**config.mk**
```make
export PLATFORM = sky130hd
export DESIGN_NAME = addflag_unit
export DESIGN_NICKNAME = d
export VERILOG_FILES = /design/src/rtl/addflag_pkg.sv /design/src/rtl/addflag_arith.sv /design/src/rtl/addflag_cond.sv /design/src/rtl/addflag_flags.sv /design/src/rtl/addflag_unit.sv
export SDC_FILE = /design/constraint.sdc
export NUM_CORES = 1
export LEC_CHECK = 0
export BUFFER_PORTS_ARGS = -buffer_cell sky130_fd_sc_hd__buf_2
export CAP_MARGIN = 20
export CORE_ASPECT_RATIO = 1.25
export CORE_MARGIN = 3
export CORE_UTILIZATION = 35
export DETAILED_ROUTE_END_ITERATION = 16
export HOLD_SLACK_MARGIN = 0.02
export RECOVER_POWER = 100
export SYNTH_ARGS = -nofsm -noshare
export SYNTH_HDL_FRONTEND = slang
export SYNTH_SLANG_ARGS = --single-unit
```
**constraint.sdc**
```tcl
create_clock -name clk -period 6.5 [get_ports clk]
set_input_delay 1.3 -clock clk [delete_from_list [all_inputs] [get_ports clk]]
set_output_delay 1.3 -clock clk [all_outputs]
set_load 0.03 [all_outputs]
```
**src/rtl/addflag_pkg.sv**
```systemverilog
package addflag_pkg;

  typedef enum logic [1:0] {
    OP_ADD  = 2'd0,
    OP_ADDC = 2'd1,
    OP_ADDE = 2'd2,
    OP_SUB  = 2'd3
  } addop_e;

  localparam int CR_W  = 4;
  localparam int CR_LT = 3;
  localparam int CR_GT = 2;
  localparam int CR_EQ = 1;
  localparam int CR_SO = 0;

endpackage

```
**src/rtl/addflag_arith.sv**
```systemverilog
module addflag_arith
  import addflag_pkg::*;
#(
  parameter int WIDTH = 32
) (
  input  addop_e           op,
  input  logic [WIDTH-1:0] a,
  input  logic [WIDTH-1:0] b,
  input  logic             ca_in,
  output logic [WIDTH-1:0] sum,
  output logic             carry_evt,
  output logic             ovf_evt,
  output logic             ca_write
);

  localparam int MSB = WIDTH - 1;

  function automatic logic [WIDTH-1:0] fn_result(addop_e o, logic [WIDTH-1:0] x,
                                                 logic [WIDTH-1:0] y, logic c);
    logic [WIDTH-1:0] r;
    case (o)
      OP_SUB:  r = x - y;
      OP_ADDE: r = x + y + {{(WIDTH-1){1'b0}}, c};
      default: r = x + y;
    endcase
    return r;
  endfunction

  function automatic logic fn_carry(addop_e o, logic [WIDTH-1:0] x,
                                    logic [WIDTH-1:0] y, logic c, logic [WIDTH-1:0] r);
    logic [WIDTH-1:0] yc;
    logic cy;
    yc = y + {{(WIDTH-1){1'b0}}, c};
    case (o)
      OP_ADDC: cy = (r < x);
      OP_ADDE: cy = (yc < y) || (r < x);
      default: cy = 1'b0;
    endcase
    return cy;
  endfunction

  function automatic logic fn_ovf(addop_e o, logic [WIDTH-1:0] x,
                                  logic [WIDTH-1:0] y, logic [WIDTH-1:0] r);
    logic [WIDTH-1:0] t;
    if (o == OP_SUB) t = (x ^ y) & (x ^ r);
    else             t = ~(x ^ y) & (x ^ r);
    return t[MSB];
  endfunction

  always_comb begin
    sum       = fn_result(op, a, b, ca_in);
    carry_evt = fn_carry(op, a, b, ca_in, sum);
    ovf_evt   = fn_ovf(op, a, b, sum);
    ca_write  = (op == OP_ADDC) || (op == OP_ADDE);
  end

endmodule

```
**src/rtl/addflag_cond.sv**
```systemverilog
module addflag_cond
  import addflag_pkg::*;
#(
  parameter int WIDTH = 32
) (
  input  logic [WIDTH-1:0] r,
  input  logic             so_in,
  output logic [CR_W-1:0]  cr_new
);

  logic neg_evt;
  logic zero_evt;

  always_comb begin
    neg_evt  = r[WIDTH-1];
    zero_evt = (r == '0);
    cr_new         = '0;
    cr_new[CR_LT]  = neg_evt;
    cr_new[CR_GT]  = !neg_evt && !zero_evt;
    cr_new[CR_EQ]  = zero_evt;
    cr_new[CR_SO]  = so_in;
  end

endmodule

```
**src/rtl/addflag_flags.sv**
```systemverilog
module addflag_flags
  import addflag_pkg::*;
(
  input  logic            clk,
  input  logic            rst,
  input  logic            fire,
  input  addop_e          op,
  input  logic            rec_ov,
  input  logic            rec_cr,
  input  logic            carry_evt,
  input  logic            ca_write,
  input  logic            ovf_evt,
  input  logic [CR_W-1:0] cr_new,
  output logic            so_next,
  output logic            ca_q,
  output logic            ov_q,
  output logic            so_q,
  output logic [CR_W-1:0] cr_q
);

  logic ov_wr;
  logic cr_wr;
  logic ca_wr;

  assign ov_wr   = fire && rec_ov;
  assign cr_wr   = fire && rec_cr;
  assign ca_wr   = fire && ca_write;
  assign so_next = so_q || (ov_wr && ovf_evt);

  always_ff @(posedge clk) begin
    if (rst) begin
      ca_q <= 1'b0;
      ov_q <= 1'b0;
      so_q <= 1'b0;
      cr_q <= '0;
    end else begin
      if (ca_wr) ca_q <= carry_evt;
      if (ov_wr) begin
        ov_q <= ovf_evt;
        so_q <= so_next;
      end
      if (cr_wr) cr_q <= cr_new;
    end
  end


  cr_onehot_chk: assert property (@(posedge clk) disable iff (rst)
    (!$past(rst) && $past(cr_wr)) |-> ($countones(cr_q[CR_LT:CR_EQ]) == 1));


  cr_so_copy_chk: assert property (@(posedge clk) disable iff (rst)
    (!$past(rst) && $past(cr_wr)) |-> (cr_q[CR_SO] == so_q));


  ovf_sets_so_chk: assert property (@(posedge clk) disable iff (rst)
    (!$past(rst) && $past(ov_wr && ovf_evt)) |-> (ov_q && so_q));


  so_sticky_chk: assert property (@(posedge clk) disable iff (rst)
    (!$past(rst) && $past(so_q)) |-> so_q);


  no_overflow_chk: assert property (@(posedge clk) disable iff (rst)
    (!$past(rst) && $past(!ov_wr)) |-> ($stable(ov_q) && $stable(so_q)));


  no_cond_chk: assert property (@(posedge clk) disable iff (rst)
    (!$past(rst) && $past(!cr_wr)) |-> $stable(cr_q));


  ca_hold_chk: assert property (@(posedge clk) disable iff (rst)
    (!$past(rst) && $past(!fire || op == OP_ADD || op == OP_SUB)) |-> $stable(ca_q));

endmodule

```
**src/rtl/addflag_unit.sv**
```systemverilog
module addflag_unit
  import addflag_pkg::*;
#(
  parameter int WIDTH = 32
) (
  input  logic             clk,
  input  logic             rst,
  input  logic             op_valid,
  input  logic [1:0]       op_code,
  input  logic             rec_ov,
  input  logic             rec_cr,
  input  logic [WIDTH-1:0] opnd_a,
  input  logic [WIDTH-1:0] opnd_b,
  output logic             res_valid,
  output logic [WIDTH-1:0] res_data,
  output logic             ca_q,
  output logic             ov_q,
  output logic             so_q,
  output logic [3:0]       cr_q
);

  addop_e           op;
  logic [WIDTH-1:0] sum;
  logic             carry_evt;
  logic             ovf_evt;
  logic             ca_write;
  logic             so_next;
  logic [CR_W-1:0]  cr_new;

  assign op = addop_e'(op_code);

  addflag_arith #(.WIDTH(WIDTH)) u_arith (
    .op        (op),
    .a         (opnd_a),
    .b         (opnd_b),
    .ca_in     (ca_q),
    .sum       (sum),
    .carry_evt (carry_evt),
    .ovf_evt   (ovf_evt),
    .ca_write  (ca_write)
  );

  addflag_cond #(.WIDTH(WIDTH)) u_cond (
    .r      (sum),
    .so_in  (so_next),
    .cr_new (cr_new)
  );

  addflag_flags u_flags (
    .clk       (clk),
    .rst       (rst),
    .fire      (op_valid),
    .op        (op),
    .rec_ov    (rec_ov),
    .rec_cr    (rec_cr),
    .carry_evt (carry_evt),
    .ca_write  (ca_write),
    .ovf_evt   (ovf_evt),
    .cr_new    (cr_new),
    .so_next   (so_next),
    .ca_q      (ca_q),
    .ov_q      (ov_q),
    .so_q      (so_q),
    .cr_q      (cr_q)
  );

  always_ff @(posedge clk) begin
    if (rst) begin
      res_valid <= 1'b0;
      res_data  <= '0;
    end else begin
      res_valid <= op_valid;
      if (op_valid) res_data <= sum;
    end
  end


  res_strobe_chk: assert property (@(posedge clk) disable iff (rst)
    !$past(rst) |-> (res_valid == $past(op_valid)));


  res_hold_chk: assert property (@(posedge clk) disable iff (rst)
    (!$past(rst) && !$past(op_valid)) |-> $stable(res_data));

endmodule

```
==> key figures <==
Logic synthesis
  – Cell taking the most area after synthesis: ha_1
  – Avg Cell Area, Syn: 7.04 µm²
  – Top cells by area, synth: ha_1 (16%), dfxtp_1 (9.2%), nor2_1 (5.8%)
  – Ys async rst share: 0
  – Post-Syn Area: 0.00874 mm²
  – Count leader, synth: nor2_1
  – Post-synth EDFFs: 0
  – Leading post-synthesis cells by instance count: nor2_1 (136), ha_1 (113), inv_1 (106), a21oi_1 (90), nand2_1 (87)
  – Sequential share of the synthesized area: 0.0916
  – #FFs+latches synth: 40
  – Yosys cell types: 97
  – Gate Count Post-Synth: 1241
  – Yosys top cell area share: 0.162
  – Synth warn: 0
  – Syn Nets: 1427
  – Ys flop type: dfxtp_1

Timing
  – Rel. slew slack: -0.651
  – Fin worst setup slack: 305 ps
  – Slew Viols, Final: 54
  – Period utilization: 0.953
  – Peak Freq: 161 MHz
  – Setup TNS: 0 ps
  – Worst Skew: 3.18 ps
  – Setup-failing EPs final: 0
  – Worst-Margin Slew: 2480 ps
  – Endpoints failing hold: 0
  – Tmin final: 6200 ps

Power and ir drop
  – Pwr/cell area: 154 mW/mm²
  – Max VDD drop: 0.000119 V
  – Switching part of the total power: 0.455
  – Clk pwr share: 0.174
  – Comb power frac: 0.660
  – P_sw: 775 µW
  – Internal power: 930 µW
  – Static leakage: 5.12 nW
  – Sequential Power Share: 0.166

Floorplan
  – Die X: 147 µm
  – Core area: 0.0245 mm²
  – Die height: 183 µm
  – Boundary pin count: 111
  – Die ar.: 0.0269 mm²
  – Row count: 64
  – Initial Util: 0.357

Detailed routing
  – DR iter-0 viols: 619
  – Drt pass-1 iters: 7
  – Final wirelength: 33.6 mm
  – Via density: 5.65
  – WL per Instance: 18.5 µm
  – Final antenna-violating net count: 0
  – DRC viols: 0
  – DR vias: 10279

Critical path
  – Crit end category: register
  – CP Launch Point: opnd_a[0]
  – Crit path DAT: 6420 ps
  – Crit Path Category: in2reg
  – Critical Path Start Type: input port
  – RR Startpoint: u_flags.ca_q
  – Critical path fanouts, max: 4
  – Required time of the critical path: 6730 ps

GRT
  – Vias in the first global route: 9908
  – Initial antenna violation count: 0
  – Largest net degree at the start of global routing: 54
  – Total GRT Usage: 0.237
  – GR Overflow Total: 0
  – First-pass GRT wire length: 51.6 mm

Layout
  – Share of layout cells above drive strength 1: 0.218
  – Post-route cell area: 0.0111 mm²
  – Synth-to-Final Area Change: 26.9%
  – Reg area: 801 µm²
  – Layout net count: 1674
  – Area of the multi-input gates: 0.00739 mm²
  – Fillers: 2571
  – Final std cells w/o fill: 1819
  – N_diodes: 0

Clock network
  – TritonCTS clock tree: yes
  – Hold Buf Count CTS: 0
  – Worst-skew pair later-pin latency: 280 ps
  – Root Driver: clkbuf_16
  – Inserted Clock Buffers: 5
  – Clock slew at reported path FFs: 60 ps
  – CTS H-tree depth: 2
  – Clk sinks: 40
  – Clock buffer depth: 2

Min path
  – Hold WC Path Type: reg2reg
  – Hold_sp: res_data[26]

Placement
  – Pre-CTS WS: -162 ps
  – Detail Placement HPWL: 28.6 mm
  – RePlAce Congestion: 0.986
  – Port buffer count: 110
  – DP Cell Count: 1806
  – Area after DPL: 0.0108 mm²

Run
  – Max_cap viols: 1

Status
  – Outcome: finished, violations left
  – Failing checks: capacitance limit, slew limit
-- what timing repair did --
item	in CTS	in global routing
gates resized for setup	0	27
buffers inserted	0	4
endpoints found under the setup margin	0	1
-- flip-flops by register name, indices dropped and copies added (netlist names) --
register	flops
res_data	32
u_flags.cr_q	4
res_valid	1
u_flags.ca_q	1
u_flags.ov_q	1
u_flags.so_q	1
-- per-stage QoR --
step	utilization	power, mW	hold slack, ps
2_1_floorplan	-	0.967	582
3_3_place_gp	0.442	1.38	449
3_5_place_dp	0.442	1.39	472
4_1_cts	0.450	1.70	483
5_1_grt	0.453	1.83	499
6_report	0.453	1.70	482
-- power by group through the flow --
| stage | sequential (mW) | combinational [mW] | clock (mW) |
|---|---|---|---|
| final | 0.283 | 1.12 | 0.297 |
| after global routing | 0.286 | 1.23 | 0.314 |
| after CTS | 0.282 | 1.11 | 0.301 |
| after detailed placement | 0.288 | 1.11 | 0 |
| after global placement | 0.287 | 1.10 | 0 |
| after floorplan | 0.333 | 0.634 | 0 |
-- routing by layer --
layer  wire (µm)  vias up  part of all wire  GRT usage
met3         872       76             0.026     0.0147
met2       17700      255              0.53      0.460
li1            -     5124                 -          -
met4        2130        0             0.063      0.128
met1       12800     4824              0.38      0.253
met5           0        -                 0          0
-- worst max-delay path: stages --
cell and delay, ps:
buf_2 100, ha_1 200, fa_2 260, nand2b_4 80
a2111oi_4 490, o211ai_1 220, a31oi_2 230, o21a_1 200
nor2_1 70, or4_4 560, nor4b_4 380, and4b_1 270
o32ai_1 90, or3b_2 480, ha_1 310, nand4_1 120
nor2_2 70, a2111oi_2 310, o211ai_1 160, nor2_1 130
a21oi_1 50, a211oi_2 230, a31o_2 130
-- placed cells by master (no fill, tap or decap), drive strengths merged, types with 13 or more instances in the layout --
cell	instances
ha	113
dfxtp	40
nand3	37
a21o	29
a211oi	30
xor2	19
a31oi	13
o31ai	19
and3	15
clkbuf	54
o21ai	49
nor2b	22
o21bai	14
xnor2	28
buf	247
nor2	136
nor3	31
o211ai	16
mux2i	19
inv	111
nand4	17
a21oi	91
nand2	87
nand2b	15
nor4	28
-- area by class of cell --
class,instances,area share
sequential,40,0.0722
clock buffer,7,0.0138
inverter,113,0.0385
clock inverter,1,0.00271
timing repair buffer,294,0.169
tap,330,0.0372
multi-input combinational,1034,0.667
-- final timing paths --
check / endpoint / slack (ps) / cells past startpoint
worst max-delay path: u_flags.ca_q / 300 / 23
worst min-delay path: res_data[26] / 480 / 2
worst max register to register: u_flags.ca_q / 1690 / 19
worst min register to register: res_data[26] / 480 / 2
-- cell families after synthesis --
family | Yosys count | synth area share
adders and majority gates | 115 | 0.166
and+or+nand+nor | 455 | 0.269
AOI/OAI and AO/OA | 395 | 0.326
xor gates and xnor gates | 47 | 0.0471
muxes | 22 | 0.0256
buffers and inverters | 167 | 0.0750
DFF | 40 | 0.0916
Power figures use the tool's default switching activity.
